File: src/rtl/canlp_pkg.sv
package canlp_pkg;
  typedef enum logic [2:0] {
    ST_RUN,
    ST_SLEEP,
    ST_SYNC,
    ST_PDOWN,
    ST_RECOV
  } mode_t;
endpackage

File: src/rtl/canlp_wake_filt.sv
module canlp_wake_filt #(
  parameter int FILT_CYC = 4
) (
  input  logic clk,
  input  logic rst,
  input  logic arm_i,
  input  logic rx_i,
  output logic hit_o
);
  localparam int CW = $clog2(FILT_CYC + 1);
  localparam logic [CW-1:0] LAST = CW'(FILT_CYC - 1);

  logic [CW-1:0] cnt;

  always_ff @(posedge clk) begin
    if (rst || !arm_i || rx_i) cnt <= '0;
    else if (cnt != LAST)      cnt <= cnt + 1'b1;
  end

  assign hit_o = arm_i && !rx_i && (cnt == LAST);

  generate
    if (FILT_CYC > 1) begin : g_chk

      filt_len_chk: assert property (@(posedge clk) disable iff (rst)
        hit_o |-> ($past(!rx_i) && $past(arm_i)));
    end
  endgenerate
endmodule

File: src/rtl/canlp_run_cnt.sv
module canlp_run_cnt #(
  parameter int RUN_BITS = 11
) (
  input  logic clk,
  input  logic rst,
  input  logic en_i,
  input  logic clr_i,
  input  logic tick_i,
  input  logic rx_i,
  output logic run_o
);
  localparam int CW = $clog2(RUN_BITS + 1);
  localparam logic [CW-1:0] LAST = CW'(RUN_BITS - 1);

  logic [CW-1:0] cnt;

  always_ff @(posedge clk) begin
    if (rst || clr_i)          cnt <= '0;
    else if (en_i && tick_i) begin
      if (!rx_i || cnt == LAST) cnt <= '0;
      else                      cnt <= cnt + 1'b1;
    end
  end

  assign run_o = en_i && tick_i && rx_i && (cnt == LAST);
endmodule

File: src/rtl/canlp_boff_cnt.sv
module canlp_boff_cnt #(
  parameter int BO_RUNS = 128
) (
  input  logic clk,
  input  logic rst,
  input  logic bus_off_i,
  input  logic run_i,
  output logic done_o
);
  localparam int CW = $clog2(BO_RUNS + 1);
  localparam logic [CW-1:0] LAST = CW'(BO_RUNS - 1);
  localparam logic [CW-1:0] FULL = CW'(BO_RUNS);

  logic [CW-1:0] cnt;

  always_ff @(posedge clk) begin
    if (rst || !bus_off_i) begin
      cnt    <= '0;
      done_o <= 1'b0;
    end else if (run_i && cnt != FULL) begin
      cnt <= cnt + 1'b1;
      if (cnt == LAST) done_o <= 1'b1;
    end
  end


  done_hold_chk: assert property (@(posedge clk) disable iff (rst)
    (done_o && bus_off_i) |=> done_o);
endmodule

File: src/rtl/canlp_mode_fsm.sv
module canlp_mode_fsm
  import canlp_pkg::*;
#(
  parameter int REC_BITS = 16
) (
  input  logic clk,
  input  logic rst,
  input  logic wr_i,
  input  logic wdata_i,
  input  logic wake_en_i,
  input  logic csw_i,
  input  logic cpu_stop_i,
  input  logic cpu_wait_i,
  input  logic rx_i,
  input  logic tick_i,
  input  logic bus_idle_i,
  input  logic pend_i,
  input  logic irq_clr_i,
  input  logic hit_i,
  input  logic run_i,
  output logic req_o,
  output logic ack_o,
  output logic irq_o,
  output logic rx_int_o,
  output logic tx_rec_o,
  output logic ready_o,
  output logic pend_rel_o,
  output logic arm_o,
  output logic run_en_o,
  output logic run_clr_o
);
  localparam int RW = $clog2(REC_BITS + 1);
  localparam logic [RW-1:0] RLAST = RW'(REC_BITS - 1);

  mode_t         state, nxt;
  logic          wen_q, fs_q, wen_nxt, fs_nxt;
  logic [RW-1:0] rcnt;
  logic          pd, acc, sw_clr, bus_wake;

  assign pd       = cpu_stop_i || (cpu_wait_i && csw_i);
  assign acc      = !pd && (state != ST_PDOWN);
  assign sw_clr   = acc && wr_i && !wdata_i && req_o && ack_o;
  assign bus_wake = (state == ST_SLEEP) && hit_i && !pd;

  always_comb begin
    nxt = state;
    if (pd) nxt = ST_PDOWN;
    else begin
      case (state)
        ST_RUN:   if (req_o && bus_idle_i) nxt = ST_SLEEP;
        ST_SLEEP: if (sw_clr || hit_i) nxt = ST_SYNC;
        ST_SYNC:  if (run_i) nxt = ST_RUN;
        ST_PDOWN: nxt = fs_q ? ST_SLEEP : ST_RECOV;
        ST_RECOV: if (tick_i && rcnt == RLAST) nxt = ST_SYNC;
        default:  nxt = ST_RUN;
      endcase
    end
  end

  assign wen_nxt = (nxt == ST_SLEEP && state != ST_SLEEP && state != ST_PDOWN)
                   ? wake_en_i : wen_q;
  assign fs_nxt  = (state == ST_PDOWN) ? fs_q : (state == ST_SLEEP);

  assign arm_o     = (state == ST_SLEEP) && wen_q;
  assign run_en_o  = (state == ST_RUN) || (state == ST_SYNC) || (state == ST_RECOV);
  assign run_clr_o = (nxt == ST_SYNC) && (state != ST_SYNC);

  always_ff @(posedge clk) begin
    if (rst) begin
      state      <= ST_RUN;
      req_o      <= 1'b0;
      ack_o      <= 1'b0;
      irq_o      <= 1'b0;
      rx_int_o   <= 1'b1;
      tx_rec_o   <= 1'b0;
      ready_o    <= 1'b1;
      pend_rel_o <= 1'b0;
      wen_q      <= 1'b0;
      fs_q       <= 1'b0;
      rcnt       <= '0;
    end else begin
      state <= nxt;
      wen_q <= wen_nxt;
      if (nxt == ST_PDOWN) fs_q <= fs_nxt;
      if (acc && wr_i && wdata_i)  req_o <= 1'b1;
      else if (sw_clr || bus_wake) req_o <= 1'b0;
      if (bus_wake)       irq_o <= 1'b1;
      else if (irq_clr_i) irq_o <= 1'b0;
      if (state != ST_RECOV) rcnt <= '0;
      else if (tick_i)       rcnt <= rcnt + 1'b1;
      ack_o      <= (nxt == ST_SLEEP) || (nxt == ST_PDOWN && fs_nxt);
      tx_rec_o   <= (nxt == ST_SLEEP) || (nxt == ST_PDOWN);
      ready_o    <= (nxt == ST_RUN);
      pend_rel_o <= (state == ST_SLEEP) && (nxt == ST_SYNC) && pend_i;
      rx_int_o   <= ((nxt == ST_PDOWN) || (nxt == ST_SLEEP && !wen_nxt)) ? 1'b1 : rx_i;
    end
  end


  ack_req_chk: assert property (@(posedge clk) disable iff (rst)
    ack_o |-> req_o);

  req_hold_chk: assert property (@(posedge clk) disable iff (rst)
    (req_o && !ack_o) |=> req_o);

  rx_mask_chk: assert property (@(posedge clk) disable iff (rst)
    (ack_o && !wen_q) |-> rx_int_o);

  no_wake_chk: assert property (@(posedge clk) disable iff (rst)
    (state == ST_SLEEP && !wen_q && !pd && !(wr_i && !wdata_i)) |=> ack_o);

  pd_tx_chk: assert property (@(posedge clk) disable iff (rst)
    pd |=> (tx_rec_o && !ready_o));

  ready_rise_chk: assert property (@(posedge clk) disable iff (rst)
    $rose(ready_o) |-> $past(state == ST_SYNC));
endmodule

File: src/rtl/canlp_seq.sv
module canlp_seq #(
  parameter int FILT_CYC = 4,
  parameter int RUN_BITS = 11,
  parameter int REC_BITS = 16,
  parameter int BO_RUNS  = 128
) (
  input  logic clk,
  input  logic rst,
  input  logic req_wr_i,
  input  logic req_wdata_i,
  input  logic wake_en_i,
  input  logic clk_stop_wait_i,
  input  logic cpu_stop_i,
  input  logic cpu_wait_i,
  input  logic rx_i,
  input  logic bit_tick_i,
  input  logic bus_idle_i,
  input  logic bus_off_i,
  input  logic pend_i,
  input  logic irq_clr_i,
  output logic req_o,
  output logic sleep_ack_o,
  output logic wake_irq_o,
  output logic rx_int_o,
  output logic tx_rec_o,
  output logic ready_o,
  output logic pend_rel_o,
  output logic boff_done_o
);
  logic arm, hit, run, run_en, run_clr;

  canlp_wake_filt #(.FILT_CYC(FILT_CYC)) i_filt (
    .clk(clk), .rst(rst), .arm_i(arm), .rx_i(rx_i), .hit_o(hit)
  );

  canlp_run_cnt #(.RUN_BITS(RUN_BITS)) i_run (
    .clk(clk), .rst(rst), .en_i(run_en), .clr_i(run_clr),
    .tick_i(bit_tick_i), .rx_i(rx_i), .run_o(run)
  );

  canlp_boff_cnt #(.BO_RUNS(BO_RUNS)) i_boff (
    .clk(clk), .rst(rst), .bus_off_i(bus_off_i), .run_i(run), .done_o(boff_done_o)
  );

  canlp_mode_fsm #(.REC_BITS(REC_BITS)) i_fsm (
    .clk(clk), .rst(rst), .wr_i(req_wr_i), .wdata_i(req_wdata_i),
    .wake_en_i(wake_en_i), .csw_i(clk_stop_wait_i), .cpu_stop_i(cpu_stop_i),
    .cpu_wait_i(cpu_wait_i), .rx_i(rx_i), .tick_i(bit_tick_i),
    .bus_idle_i(bus_idle_i), .pend_i(pend_i), .irq_clr_i(irq_clr_i),
    .hit_i(hit), .run_i(run), .req_o(req_o), .ack_o(sleep_ack_o),
    .irq_o(wake_irq_o), .rx_int_o(rx_int_o), .tx_rec_o(tx_rec_o),
    .ready_o(ready_o), .pend_rel_o(pend_rel_o), .arm_o(arm),
    .run_en_o(run_en), .run_clr_o(run_clr)
  );
endmodule

File: config.mk
export PLATFORM = sky130hd
export DESIGN_NAME = canlp_seq
export DESIGN_NICKNAME = d
export VERILOG_FILES = /design/src/rtl/canlp_pkg.sv /design/src/rtl/canlp_wake_filt.sv /design/src/rtl/canlp_run_cnt.sv /design/src/rtl/canlp_boff_cnt.sv /design/src/rtl/canlp_mode_fsm.sv /design/src/rtl/canlp_seq.sv
export SDC_FILE = /design/constraint.sdc
export NUM_CORES = 1
export LEC_CHECK = 0
export ABC_AREA = 0
export ABC_CLOCK_PERIOD_IN_PS = 2100
export BUFFER_PORTS_ARGS = -buffer_cell sky130_fd_sc_hd__buf_2
export CAP_MARGIN = 0
export CELL_PAD_IN_SITES_DETAIL_PLACEMENT = 2
export CELL_PAD_IN_SITES_GLOBAL_PLACEMENT = 2
export CORE_MARGIN = 2
export CORE_UTILIZATION = 31
export DETAILED_ROUTE_END_ITERATION = 12
export GPL_ROUTABILITY_DRIVEN = 0
export PLACE_DENSITY = 0.81
export SLEW_MARGIN = 25
export SYNTH_ARGS = -nofsm -noshare
export SYNTH_HDL_FRONTEND = slang
export SYNTH_HIERARCHICAL = 1
export SYNTH_SLANG_ARGS = --single-unit
File: constraint.sdc
create_clock -name clk -period 2.1 [get_ports clk]
set_clock_uncertainty 0.15 [all_clocks]
set_input_delay 0.105 -clock clk [delete_from_list [all_inputs] [get_ports clk]]
set_output_delay 0.105 -clock clk [all_outputs]
set_load 0.01 [all_outputs]
==> out/metrics.yaml <==
run_status:
  outcome: "finished, final reports clean"
timing:
  max_freq_mhz: 483
  setup_viol: 0
  period_minus_slack_ns: 2.07
  finalMaxSlewViolations: 0
  slew_headroom_pct: 56.7
  worst_slack_ns: 0.0312
  finalHoldViolations: 0
  finalSetupTns_ns: 0
  whs_ns: 0.0715
  tightest_slew_ns: 0.650
  fin_crit_sh_pct: 98.5
worst_setup_path:
  crit_fanout: 4
  arrival_ns: 2.11
  path_class: "reg2reg"
  worst-r2r-setup-slack_ns: 0.03
  ff2ff_path_depth: 8
  cp_slowest_stage_delay_ns: 0.35
  critPathRequiredTime_ns: 2.14
  path_cells: "ha_2, and3_4, ha_4, nand4b_1, a21oi_2, a311o_1, o2111a_2, a2111oi_4"
  slowest_stage: "a311o_1"
  cp.buffers_inverters: 0
  crit_path_end_kind: "register"
  startpoint_type: "register"
  worstReg2RegStart: "i_fsm/rcnt[0]"
  worstReg2RegEnd: "i_run/cnt[1]"
  crit_family: "compound AO/OA/AOI/OAI gates"
clock_network:
  cts_root_buffer: "clkbuf_8"
  clk_latency_ns: 0.30
  numClockSinks: 33
  htreeDepth: 2
  cts_tree: "built"
  clk_pin_slew_worst_paths_ns: 0.07
  cts_buffer_depth: 2
  cts_made_buffers: 5
synth:
  yosysTopAreaCell: "dfxtp_1"
  synthCells: 185
  synth_warnings: 6
  syn_nets: 207
  synth-seq-area-share_pct: 39.2
  ys_types: 53
  ys.flop_type: "dfxtp_1"
  avgSynthCellArea_um2: 9.11
  synth_top_area_share_pct: 39.2
  ys_ff_latch: 33
  async_reset_ff_share_pct: 0
  synth-edff-count: 0
  synthesis.area_um2: 1690
  synth_area_leaders: "dfxtp_1, ha_1, nor2_1"
routing:
  dr.pass1.iters: 4
  antenna_left: 0
  dr.first_iter.drc_count: 46
  drc: 0
  vias: 1576
  viasPerCell: 5.17
  drt-total-wl_um: 5500
  routedWlPerCell_um: 18.0
floorplan:
  num_rows: 26
  die_area_um2: 6040
  die_h_um: 77.7
  die_x_um: 77.7
  core_area_um2: 5170
  start_util_pct: 32.6
  pin_count: 22
power:
  leakagePower_nw: 0.851
  ir_drop_mv: 0.259
  p_per_area_nw_per_um2: 568
placement:
  placed_cells: 291
  port_buffers: 21
  hpwl_um: 3680
  dp_slack_ns: -0.227
flow_run:
  maxCapViolCount: 0
global_routing:
  grt_util_all_layers_pct: 18.4
  antenna_found_initial: 0
  grt_first_pass_wirelength_um: 8540
  grt_max_degree: 22
  grt_pass1_vias: 1679
  overflow: 0
final_layout:
  fill_cells: 541
  antennaDiodeCount: 0
  nNetsFinal: 256
  layout_commonest_cell: "dfxtp_1"
  drive_gt1_share_pct: 37.9
  layout_common_cells: "dfxtp_1, buf_2, buf_4"
  fin_cells: 305
  area.growth.synth_to_final_pct: 37.3
hold_path:
  hold_end: "i_fsm/rcnt[4]"
  holdPathStages: 2
  hold_path.class: "in2reg"
  worstHoldStart: "bit_tick_i"
## through the flow
stage / power (mW) / utilization (%) / instance area [um^2]
6_report: 1.31 / 44.7 / 2310
3_3_place_gp: 0.810 / 39.2 / 2030
2_1_floorplan: 0.748 / - / 1720
4_1_cts: 1.32 / 42.9 / 2220
3_5_place_dp: 0.817 / 39.2 / 2030
5_1_grt: 1.38 / 44.7 / 2310
## logic make-up (layout without fill, tap and decap cells)
kind of cell,Yosys count,after routing,synth area share [%]
compound gates,31,31,13.0
fa+ha+maj,8,8,5.94
flops,33,33,39.2
xor+xnor,8,8,4.16
simple gates,87,87,30.7
buf+inv,12,62,3.34
mux,6,6,3.64
## state kept, by name (all words and copies together) (netlist names), 3 cells and up
signal / count
i_boff/cnt: 8
i_fsm/rcnt: 5
i_run/cnt: 4
i_filt/cnt: 3
i_fsm/state: 3
## cell usage after synthesis, types with 2 or more instances
cell / n
nand2_1: 12
nor3b_1: 3
dfxtp_1: 33
nor4_1: 4
xor2_1: 6
a21oi_1: 13
a21o_1: 2
ha_1: 8
or3b_4: 2
o21ai_0: 4
or3_1: 2
nor2_1: 18
or3_2: 2
nand4_1: 5
buf_2: 3
mux2i_1: 5
nor2b_1: 3
xnor2_1: 2
nand2b_1: 6
inv_1: 7
nand3b_1: 3
nand3_1: 7
nor3_1: 5
## layout make-up
type	count	area (um^2)	share of cell area (%)
Clock inverter	2	10.0	0.433
Sequential cell	33	667	28.8
Tap cell	70	87.6	3.79
Multi-Input combinational cell	140	1130	48.8
Clock buffer	6	72.6	3.14
Inverter	7	26.3	1.14
Timing Repair Buffer	47	320	13.8
## per-layer routing
| metal | part of all wire [%] | vias to the layer above | track usage [%] |
|---|---|---|---|
| met5 | 0 | - | 0 |
| met4 | 2.3 | 0 | 8.39 |
| met3 | 2.1 | 11 | 4.88 |
| met2 | 51 | 21 | 30.3 |
| met1 | 45 | 783 | 22.5 |
| li1 | - | 761 | - |
## how the worst max path moves through the flow
stage                   start            to  slack, ns  depth (start not counted)
6_report        i_fsm/rcnt[0]  i_run/cnt[1]       0.03                          8
2_1_floorplan  i_fsm/state[1]  i_run/cnt[1]      -0.04                          9
4_1_cts        i_fsm/state[2]  i_run/cnt[1]      -0.03                          8
3_3_place_gp    i_fsm/rcnt[0]  i_run/cnt[1]      -0.06                          8
5_1_grt        i_fsm/state[1]  i_run/cnt[1]      -0.04                          8
3_5_place_dp    i_fsm/rcnt[0]  i_run/cnt[1]      -0.23                          8
## where the power goes
part	internal, mW	switching, mW
clock	0.230	0.251
sequential	0.640	0.00986
combinational	0.0815	0.103
total	0.952	0.363
## what timing repair did
item,in CTS,in global routing
endpoints found under the setup margin,7,10
buffers inserted,0,1
pin swaps,3,10
hold buffers,5,0
resized for setup,10,20
hold endpoints to repair,4,0
cloned,0,0
Note: power is estimated with default switching activity, not from simulation.
